`config.mk`:
```
export PLATFORM = sky130hd
export DESIGN_NAME = pcr_access_arbiter
export DESIGN_NICKNAME = d
export VERILOG_FILES = /design/src/rtl/pcr_pkg.sv /design/src/rtl/pcr_decode.sv /design/src/rtl/pcr_regbank.sv /design/src/rtl/pcr_access_arbiter.sv
export SDC_FILE = /design/constraint.sdc
export NUM_CORES = 1
export LEC_CHECK = 0
export BUFFER_PORTS_ARGS = -buffer_cell sky130_fd_sc_hd__buf_4
export CORE_UTILIZATION = 40
export CTS_CLUSTER_DIAMETER = 120
export DETAILED_ROUTE_END_ITERATION = 12
export PLACE_DENSITY_LB_ADDON = 0.2
export RECOVER_POWER = 25
export SKIP_LAST_GASP = 1
export SLEW_MARGIN = 20
export SYNTH_ARGS = -nofsm -noshare
export SYNTH_HDL_FRONTEND = slang
export SYNTH_SLANG_ARGS = --single-unit
```
`constraint.sdc`:
```
create_clock -name clk -period 1.5 [get_ports clk]
set_input_delay 0.3 -clock clk [delete_from_list [all_inputs] [get_ports clk]]
set_output_delay 0.3 -clock clk [all_outputs]
set_load 0.02 [all_outputs]
```
`src/rtl/pcr_pkg.sv`:
```
package pcr_pkg;

    typedef enum logic [1:0] {
        LVL0 = 2'd0,
        LVL1 = 2'd1,
        LVL2 = 2'd2,
        LVL3 = 2'd3
    } level_e;

    typedef enum logic {
        SEL_HYP  = 1'b0,
        SEL_KERN = 1'b1
    } name_e;

    typedef enum logic [2:0] {
        OUT_UNDEF,
        OUT_TRAP2,
        OUT_TRAP3,
        OUT_MEM,
        OUT_HYP,
        OUT_KERN
    } outcome_e;

    typedef enum logic {
        ST_IDLE,
        ST_RESP
    } state_e;

    typedef struct packed {
        logic [2:0] nv;
        logic       host;
        logic       l2_en;
        logic       l3_present;
        logic       l3_en;
        logic       l2_pm_en;
        logic       fg_impl;
        logic       l3_fg_en;
        logic       fg_rd_ok;
        logic       fg_wr_ok;
        logic       undef_prio;
        logic       undef_sel;
    } cfg_t;

endpackage

```
`src/rtl/pcr_decode.sv`:
```
module pcr_decode
    import pcr_pkg::*;
(
    input  level_e   el,
    input  logic     write,
    input  name_e    sel,
    input  cfg_t     cfg,
    output outcome_e outcome
);

    logic     l3_gate;
    logic     fg_trap;
    outcome_e gate_out;
    outcome_e kern_l1;

    // Level-3 enable gate is closed when level 3 exists and has not opened it.
    assign l3_gate = cfg.l3_present && !cfg.l3_en;

    // Fine-grained trap chooses its permit bit by direction.
    assign fg_trap = cfg.l2_en && cfg.fg_impl &&
                     ((cfg.l3_present && !cfg.l3_fg_en) ||
                      !(write ? cfg.fg_wr_ok : cfg.fg_rd_ok));

    // Outcome of a closed gate once the priority qualifier is clear.
    assign gate_out = cfg.undef_sel ? OUT_UNDEF : OUT_TRAP3;

    always_comb begin
        if (l3_gate && cfg.undef_prio)      kern_l1 = OUT_UNDEF;
        else if (fg_trap)                   kern_l1 = OUT_TRAP2;
        else if (cfg.l2_en && !cfg.l2_pm_en) kern_l1 = OUT_TRAP2;
        else if (l3_gate)                   kern_l1 = gate_out;
        else if (cfg.nv == 3'b111)          kern_l1 = OUT_MEM;
        else                                kern_l1 = OUT_KERN;
    end

    always_comb begin
        outcome = OUT_UNDEF;
        unique case (el)
            LVL0: outcome = OUT_UNDEF;
            LVL1: begin
                if (sel == SEL_HYP) outcome = cfg.nv[0] ? OUT_TRAP2 : OUT_UNDEF;
                else                outcome = kern_l1;
            end
            LVL2: begin
                if (l3_gate)              outcome = cfg.undef_prio ? OUT_UNDEF : gate_out;
                else if (sel == SEL_HYP)  outcome = OUT_HYP;
                else if (cfg.host)        outcome = OUT_HYP;
                else                      outcome = OUT_KERN;
            end
            LVL3: outcome = (sel == SEL_HYP) ? OUT_HYP : OUT_KERN;
        endcase
    end

endmodule

```
`src/rtl/pcr_regbank.sv`:
```
module pcr_regbank #(
    parameter int DATA_W = 64
) (
    input  logic              clk,
    input  logic              rst_n,
    input  logic              wr_en,
    input  logic              wr_kern,
    input  logic [DATA_W-1:0] wdata,
    output logic [DATA_W-1:0] hyp_q,
    output logic [DATA_W-1:0] kern_q
);

    localparam int NBANK = 2;

    logic [DATA_W-1:0] bank_q [NBANK];

    for (genvar b = 0; b < NBANK; b++) begin : g_bank
        logic hit;
        assign hit = wr_en && (wr_kern == (b == 1));
        always_ff @(posedge clk or negedge rst_n) begin
            if (!rst_n)   bank_q[b] <= '0;
            else if (hit) bank_q[b] <= wdata;
        end
    end

    assign hyp_q  = bank_q[0];
    assign kern_q = bank_q[1];

endmodule

```
`src/rtl/pcr_access_arbiter.sv`:
```
module pcr_access_arbiter
    import pcr_pkg::*;
#(
    parameter int              DATA_W  = 64,
    parameter int              OFS_W   = 12,
    parameter logic [OFS_W-1:0] MEM_OFS = 12'h8E8,
    parameter int              EC_W    = 6,
    parameter logic [EC_W-1:0] TRAP_EC = 6'h18
) (
    input  logic              clk,
    input  logic              rst_n,
    input  logic              req_valid,
    input  logic [1:0]        req_el,
    input  logic              req_write,
    input  logic              req_sel,
    input  logic [DATA_W-1:0] req_wdata,
    input  logic [2:0]        cfg_nv,
    input  logic              cfg_host,
    input  logic              cfg_l2_en,
    input  logic              cfg_l3_present,
    input  logic              cfg_l3_en,
    input  logic              cfg_l2_pm_en,
    input  logic              cfg_fg_impl,
    input  logic              cfg_l3_fg_en,
    input  logic              cfg_fg_rd_ok,
    input  logic              cfg_fg_wr_ok,
    input  logic              cfg_undef_prio,
    input  logic              cfg_undef_sel,
    output logic              rsp_valid,
    output logic [DATA_W-1:0] rsp_rdata,
    output logic              rsp_undef,
    output logic              rsp_trap_l2,
    output logic              rsp_trap_l3,
    output logic [EC_W-1:0]   rsp_syn_class,
    output logic              rsp_mem_redir,
    output logic              rsp_mem_wr,
    output logic [OFS_W-1:0]  rsp_mem_ofs,
    output logic [DATA_W-1:0] rsp_mem_wdata
);

    state_e            state_q, state_d;
    cfg_t              cfg;
    outcome_e          outcome;
    logic [DATA_W-1:0] hyp_q, kern_q;
    logic [DATA_W-1:0] rd_mux;
    logic              reg_wr;

    assign cfg = '{nv: cfg_nv, host: cfg_host, l2_en: cfg_l2_en,
                   l3_present: cfg_l3_present, l3_en: cfg_l3_en,
                   l2_pm_en: cfg_l2_pm_en, fg_impl: cfg_fg_impl,
                   l3_fg_en: cfg_l3_fg_en, fg_rd_ok: cfg_fg_rd_ok,
                   fg_wr_ok: cfg_fg_wr_ok, undef_prio: cfg_undef_prio,
                   undef_sel: cfg_undef_sel};

    pcr_decode u_decode (
        .el      (level_e'(req_el)),
        .write   (req_write),
        .sel     (name_e'(req_sel)),
        .cfg     (cfg),
        .outcome (outcome)
    );

    assign reg_wr = req_valid && req_write &&
                    (outcome == OUT_HYP || outcome == OUT_KERN);

    pcr_regbank #(.DATA_W(DATA_W)) u_bank (
        .clk     (clk),
        .rst_n   (rst_n),
        .wr_en   (reg_wr),
        .wr_kern (outcome == OUT_KERN),
        .wdata   (req_wdata),
        .hyp_q   (hyp_q),
        .kern_q  (kern_q)
    );

    assign rd_mux = (outcome == OUT_KERN) ? kern_q : hyp_q;

    // Next-state logic: accept / chain on a strobe, retire / wait otherwise.
    always_comb begin
        state_d = state_q;
        unique case (state_q)
            ST_IDLE: state_d = req_valid ? ST_RESP : ST_IDLE;
            ST_RESP: state_d = req_valid ? ST_RESP : ST_IDLE;
        endcase
    end

    always_ff @(posedge clk or negedge rst_n) begin
        if (!rst_n) state_q <= ST_IDLE;
        else        state_q <= state_d;
    end

    assign rsp_valid = (state_q == ST_RESP);

    // Output registers, loaded with the outcome of each accepted strobe.
    always_ff @(posedge clk or negedge rst_n) begin
        if (!rst_n) begin
            rsp_rdata     <= '0;
            rsp_undef     <= 1'b0;
            rsp_trap_l2   <= 1'b0;
            rsp_trap_l3   <= 1'b0;
            rsp_syn_class <= '0;
            rsp_mem_redir <= 1'b0;
            rsp_mem_wr    <= 1'b0;
            rsp_mem_ofs   <= '0;
            rsp_mem_wdata <= '0;
        end else if (state_d == ST_RESP) begin
            rsp_undef     <= (outcome == OUT_UNDEF);
            rsp_trap_l2   <= (outcome == OUT_TRAP2);
            rsp_trap_l3   <= (outcome == OUT_TRAP3);
            rsp_syn_class <= (outcome == OUT_TRAP2 || outcome == OUT_TRAP3) ? TRAP_EC : '0;
            rsp_mem_redir <= (outcome == OUT_MEM);
            rsp_mem_wr    <= (outcome == OUT_MEM) && req_write;
            rsp_mem_ofs   <= (outcome == OUT_MEM) ? MEM_OFS : '0;
            rsp_mem_wdata <= (outcome == OUT_MEM && req_write) ? req_wdata : '0;
            rsp_rdata     <= (!req_write && (outcome == OUT_HYP || outcome == OUT_KERN))
                             ? rd_mux : '0;
        end else begin
            rsp_rdata     <= '0;
            rsp_undef     <= 1'b0;
            rsp_trap_l2   <= 1'b0;
            rsp_trap_l3   <= 1'b0;
            rsp_syn_class <= '0;
            rsp_mem_redir <= 1'b0;
            rsp_mem_wr    <= 1'b0;
            rsp_mem_ofs   <= '0;
            rsp_mem_wdata <= '0;
        end
    end

endmodule

```
### After elaboration in Yosys (flattened, before gate mapping)

Index checks and enable logic that the tools add are counted.

* output and inout port bits: 152
* input port bits: 85
* bits in registers: 280

* reductions and logical operators: 22
* bitwise operators: 1
* eq/ne operators: 9
* mux-type cells: 30

Operator list (count)
* $mux W64: 5
* $mux W3: 9
* $mux W12: 2
* $logic_and A1 B1 Y1: 12
* $pmux W3 S4: 1
* $mux W1: 10
* $mux W5: 2
* $eq A3 B3 Y1 const B: 3
* $eq A3 B2 Y1 const B: 2
* $logic_not A1 Y1: 5
* $eq A2 B2 Y1 const B: 2
* $eq A3 B1 Y1 const B: 1
* $logic_not A3 Y1: 1
* $logic_or A1 B1 Y1: 3
* $eq A2 B1 Y1 const B: 1
* $logic_not A2 Y1: 1
* $mux W2: 1
* $not A1 Y1: 1

### Depth between registers and ports, before layout

* word-level depth: 13
* depth in mapped cells: 8

### By module

Synthesis repeated with hierarchy kept, for this count alone.

* cells, all modules: 677
* area, all modules: 10327.4 sq um

Modules (own cells, without submodules)
* pcr_regbank: instances 1, cells each 271, sequential area each 3203.1 sq um, area each 5112.4 sq um
* pcr_access_arbiter: instances 1, cells each 385, sequential area each 3378.2 sq um, area each 5048.6 sq um
* pcr_decode: instances 1, cells each 21, sequential area each 0.0 sq um, area each 166.4 sq um

### Worst setup path before layout

Ideal clock, no wire load.

* path type: input-to-reg
* from: input req_write
* to: register u_bank.bank_q (netlist bit u_bank.kern_q[34])
* slack: -0.630 ns
* data arrival time: 2.006 ns
* cell stages on the path: 7
* cells stage by stage: mux2i_1 o311ai_2 o311ai_1 and4_1 buf_2 buf_4 mux2_2

* longest elaborated chain between the ends: 12
* elaborated cells on any way between the ends: 14
* those cells by class: eq/ne: 2; mux: 5; reduce/logical: 7

RTL lines
* start: declaration: line pcr_access_arbiter.sv:14 `input logic req_write,`
* $mux W1: line pcr_decode.sv:22 `!(write ? cfg.fg_wr_ok : cfg.fg_rd_ok));`
* $logic_not A1 Y1: line pcr_decode.sv:22
* $logic_or A1 B1 Y1: line pcr_decode.sv:21 `((cfg.l3_present && !cfg.l3_fg_en) ||`
* $logic_and A1 B1 Y1: line pcr_decode.sv:20 `assign fg_trap = cfg.l2_en && cfg.fg_impl &&`
* $mux W3: line pcr_decode.sv:29 `else if (fg_trap) kern_l1 = OUT_TRAP2;`
* $mux W3: line pcr_decode.sv:28 `if (l3_gate && cfg.undef_prio) kern_l1 = OUT_UNDEF;`
* $mux W3: line pcr_decode.sv:41 `if (sel == SEL_HYP) outcome = cfg.nv[0] ? OUT_TRAP2 : OUT_UNDEF;`
* $pmux W3 S4: line pcr_decode.sv:38 `unique case (el)`
* $eq A3 B3 Y1 (on tied branches): line pcr_access_arbiter.sv:64, pcr_access_arbiter.sv:70
* $logic_or A1 B1 Y1: line pcr_access_arbiter.sv:64 `(outcome == OUT_HYP || outcome == OUT_KERN);`
* $logic_and A1 B1 Y1: line pcr_access_arbiter.sv:63 `assign reg_wr = req_valid && req_write &&`
* $logic_and A1 B1 Y1 (*): line pcr_regbank.sv:19 `assign hit = wr_en && (wr_kern == (b == 1));`
* end signal: indexed assignment: line pcr_regbank.sv:22 `else if (hit) bank_q[b] <= wdata;`
* end: declaration: line pcr_regbank.sv:15 `logic [DATA_W-1:0] bank_q [NBANK];`

Mark *: on every way between the ends. The rest lies on a longest branch, timed or not.
A chain may end at the register's enable or synchronous reset.

### Worst setup path after layout

* from: input req_write
* to: register rsp_rdata[10]

* longest elaborated chain between the ends: 13
* elaborated cells on any way between the ends: 16
* those cells by class: eq/ne: 2; mux: 8; reduce/logical: 6

RTL lines
* $mux W1: line pcr_decode.sv:22
* $logic_not A1 Y1: line pcr_decode.sv:22
* $logic_or A1 B1 Y1: line pcr_decode.sv:21
* $logic_and A1 B1 Y1: line pcr_decode.sv:20
* $mux W3: line pcr_decode.sv:29
* $mux W3: line pcr_decode.sv:28
* $mux W3: line pcr_decode.sv:41
* $pmux W3 S4: line pcr_decode.sv:38
* $eq A3 B3 Y1 (on tied branches): line pcr_access_arbiter.sv:115, pcr_access_arbiter.sv:76
* $logic_or A1 B1 Y1: line pcr_access_arbiter.sv:115 `rsp_rdata <= (!req_write && (outcome == OUT_HYP || outcome == OUT_KERN))`
* $logic_and A1 B1 Y1: line pcr_access_arbiter.sv:115
* $mux W64 (*): line pcr_access_arbiter.sv:116 `? rd_mux : '0;`
* $mux W64 (*): line pcr_access_arbiter.sv:106 `end else if (state_d == ST_RESP) begin`
* end signal: assignment: line pcr_access_arbiter.sv:115
* end: declaration: line pcr_access_arbiter.sv:30 `output logic [DATA_W-1:0] rsp_rdata,`

Marked as above.

==> results.toml <==
[timing]
fin_setup_tns_ns = -24.19
period_minus_slack_ns = 1.68
finalClockSkew_ns = 0.00788
max_clock_freq_ghz = 0.596
hold_viol_final = 0
worst_slew_margin_relative_to_its_limit_pct = 35.5
timing_worst_slew_pin_value_ns = 0.967
final-max-slew-violation-count = 0
timing.hold.ws_ns = 0.0170
timing.final.setup_violations = 187
rsz_0062_raised_after_global_routing = "true"
final_worst_path_cycle_share_pct = 112
fin_ws_ns = -0.178

[layout]
layout-drive-gt1-share_pct = 46.5
flow.area_growth_from_synthesis_pct = 52.7
final_core_utilization_pct = 62.9
fin_nets = 1159
antenna_cells = 0
finalInstanceArea_sq_mm = 0.0149
most_common_cell_after_layout_fill_and_taps_aside = "dfrtp_1"
layout.cells.most_common_list = "262 x dfrtp_1, 243 x buf_4, 121 x nand2_1"

[hold_path]
hp-class = "in -> reg"

[critical_path]
cpLargestDelayFamily = "buffers and inverters"
cell_repeated_most_along_the_worst_path = "buf_6"
slowest_delay_ns = 0.25
worst_path_max_delay_cell = "o311ai_4"
worst-endpoint-required_ns = 1.95
worst-path-buf-inv = 5
cp_cell_sequence = "buf_8, mux2i_4, o311ai_4, nand4_1, nand2_2, buf_6, buf_4, nand3b_1, buf_6, clkbuf_16, a21oi_4"
worst_setup_path_end_kind = "register"
path_type_of_the_worst_setup_path = "in -> reg"
setup.worst_path.start_class = "input port"
critical_path_peak_fanout = 7
cp_data_arrival_time_ns = 2.13

[clock_network]
clk_transition_reported_paths_ns = 0.06
clock-root-buffer = "clkbuf_16"
tritoncts = "built"
clk_path_buf_depth = 3
clk_latency_ns = 0.53
tritoncts_buffers = 28
cts_htree_levels = 1
clock_sink_count = 263

[drt]
dr.pass1.iters = 4
route.detailed.vias_per_inst = 4.72
route.final.wire_length_mm = 24.9
vias = 6679
drtAntennaViolNets = 0
post_drt_wl_per_cell_microns = 17.6
drt_iter0_drc = 265
route.detailed.drc = 0

[yosys]
seq_cells_post_synth = 263
synthesis.yosys.warnings = 0
synth_area_leaders = "dfrtp_1 67%, mux2_1 10%, nand2_1 5.0%"
synthesis.area_per_instance_sq_um = 13.2
synth.cell_area_sq_mm = 0.00979
share_of_synthesized_area_occupied_by_flip_flops_and_latches_pct = 67.3
synth_cells = 743
synth_largest_area_cell = "dfrtp_1"
yosysUniqueCellTypes = 32
synth_largest_type_area_fraction_pct = 67.3

[floorplan]
fp-row-count = 56
coreArea_sq_mm = 0.0238
io_pins = 237
initial_utilization_pct = 41.2
chipHeight_microns = 158
floorplan.die_area_sq_mm = 0.0251
die_width_microns = 158

[global_routing]
grtUsageTotal_pct = 19.5
grt_antenna_before_repair = 0
grt_pass1_vias = 7053
wire_length_of_the_first_global_routing_pass_mm = 37.8
grt.overflow.total = 0
grt_max_degree = 52

[placement]
port_buffers = 225
place.gp.congestion = 0.723
dpl-instance-area_sq_mm = 0.0125
detailedPlacementHpwl_mm = 14.2

[power_and_ir_drop]
cellPowerDensity_mw_per_mm2 = 1310
static-leakage-power_nw = 7.34
clock_power_share_pct = 38.0
power_switching_share_pct = 24.5
p_comb_share_pct = 16.9
cellInternalPower_mw = 14.7
pwr-share-seq_pct = 45.1
power.switching_mw = 4.78
ir_worst_vdd_mv = 0.776

[status]
failed_checks = "setup timing"
outcome = "finished with violations"

[run]
timing.max_cap.violations = 0
-- sequential cells by signal, summed over array words and instances (netlist names) --
signal / count
u_bank.kern_q: 64
rsp_rdata: 64
rsp_mem_wdata: 64
rsp_mem_wr: 1
u_bank.hyp_q: 64
rsp_undef: 1
rsp_trap_l2: 1
rsp_trap_l3: 1
rsp_syn_class: 1
rsp_mem_ofs: 1
rsp_valid: 1
-- final timing paths --
kind                                   from                to  slack [ns]  cells after the start
max                               req_write     rsp_rdata[10]       -0.18                     11
min                            req_wdata[7]  rsp_mem_wdata[7]        0.02                      2
max reg2reg                u_bank.hyp_q[21]  u_bank.hyp_q[21]        0.69                      1
min reg2reg                u_bank.hyp_q[12]  u_bank.hyp_q[12]        0.49                      1
max in group asynchronous             rst_n    rsp_mem_ofs[7]        0.16                      3
min in group asynchronous             rst_n     rsp_rdata[46]        0.47                      2
-- what timing repair did --
| item | in CTS | in global routing |
|---|---|---|
| pin swaps | 3 | 3 |
| gates resized for setup | 44 | 69 |
| buffers inserted | 10 | 6 |
| endpoints found under the setup margin | 230 | 240 |
| cloned | 6 | 10 |
| hold buffers | 52 | 2 |
| endpoints found under the hold margin | 336 | 2 |
-- per-stage QoR --
stage	cells	power, mW	setup slack [ns]
2_1_floorplan	753	10.6	-0.477
3_3_place_gp	1279	11.4	-0.741
3_5_place_dp	1279	11.5	-0.776
4_1_cts	1398	19.4	-0.148
5_1_grt	1415	20.4	-0.227
6_report	1415	19.5	-0.178
-- Yosys cell counts (all sizes together) --
cell / count
nor3: 3
a21o: 1
buf: 38
o2111ai: 1
a21boi: 1
o21ai: 2
nand3: 2
nor2b: 3
and2: 64
inv: 1
o211ai: 1
nand2b: 3
nand3b: 2
and4: 2
nand4: 2
o311ai: 2
dfrtp: 263
a21oi: 64
conb: 1
xnor2: 1
clkbuf: 20
o311a: 1
nand2: 131
nor2: 5
mux2i: 1
mux2: 128
-- area by class of cell --
| cell class | count | area (sq um) |
|---|---|---|
| flip-flops and latches | 263 | 6580 |
| multi-input cells | 431 | 3640 |
| well taps | 319 | 399 |
| clock buffers | 36 | 802 |
| inverters | 1 | 3.75 |
| fillers | 1871 | 8810 |
| repair buffers | 349 | 3300 |
| clock inverters | 16 | 216 |
-- kinds of logic (layout without fill, tap and decap cells) --
family | after synthesis | after routing | share of synthesized area, %
DFF | 263 | 263 | 67.3
and+or+nand+nor | 217 | 217 | 10.5
muxes | 129 | 129 | 14.8
AOI/OAI and AO/OA | 73 | 73 | 4.05
buffers and inverters | 59 | 402 | 3.26
other | 1 | 11 | 0.0383
xor gates and xnor gates | 1 | 1 | 0.0895
-- power groups by stage --
stage / Clock [mW] / Sequential (mW) / Combinational (mW)
2_1_floorplan: 0 / 8.87 / 1.72
3_3_place_gp: 0 / 8.86 / 2.59
3_5_place_dp: 0 / 8.87 / 2.68
4_1_cts: 7.60 / 8.78 / 3.01
5_1_grt: 7.90 / 8.94 / 3.59
6_report: 7.42 / 8.80 / 3.29
-- metal layers --
metal	up-vias	GRT usage (%)	part of all wire (%)
met5	-	0	0
met4	0	4.30	1.5
met3	33	3.54	4.6
met2	159	32.9	48
met1	3388	26.0	45
li1	3099	-	-
No activity file was read; power rests on OpenSTA's default activity.
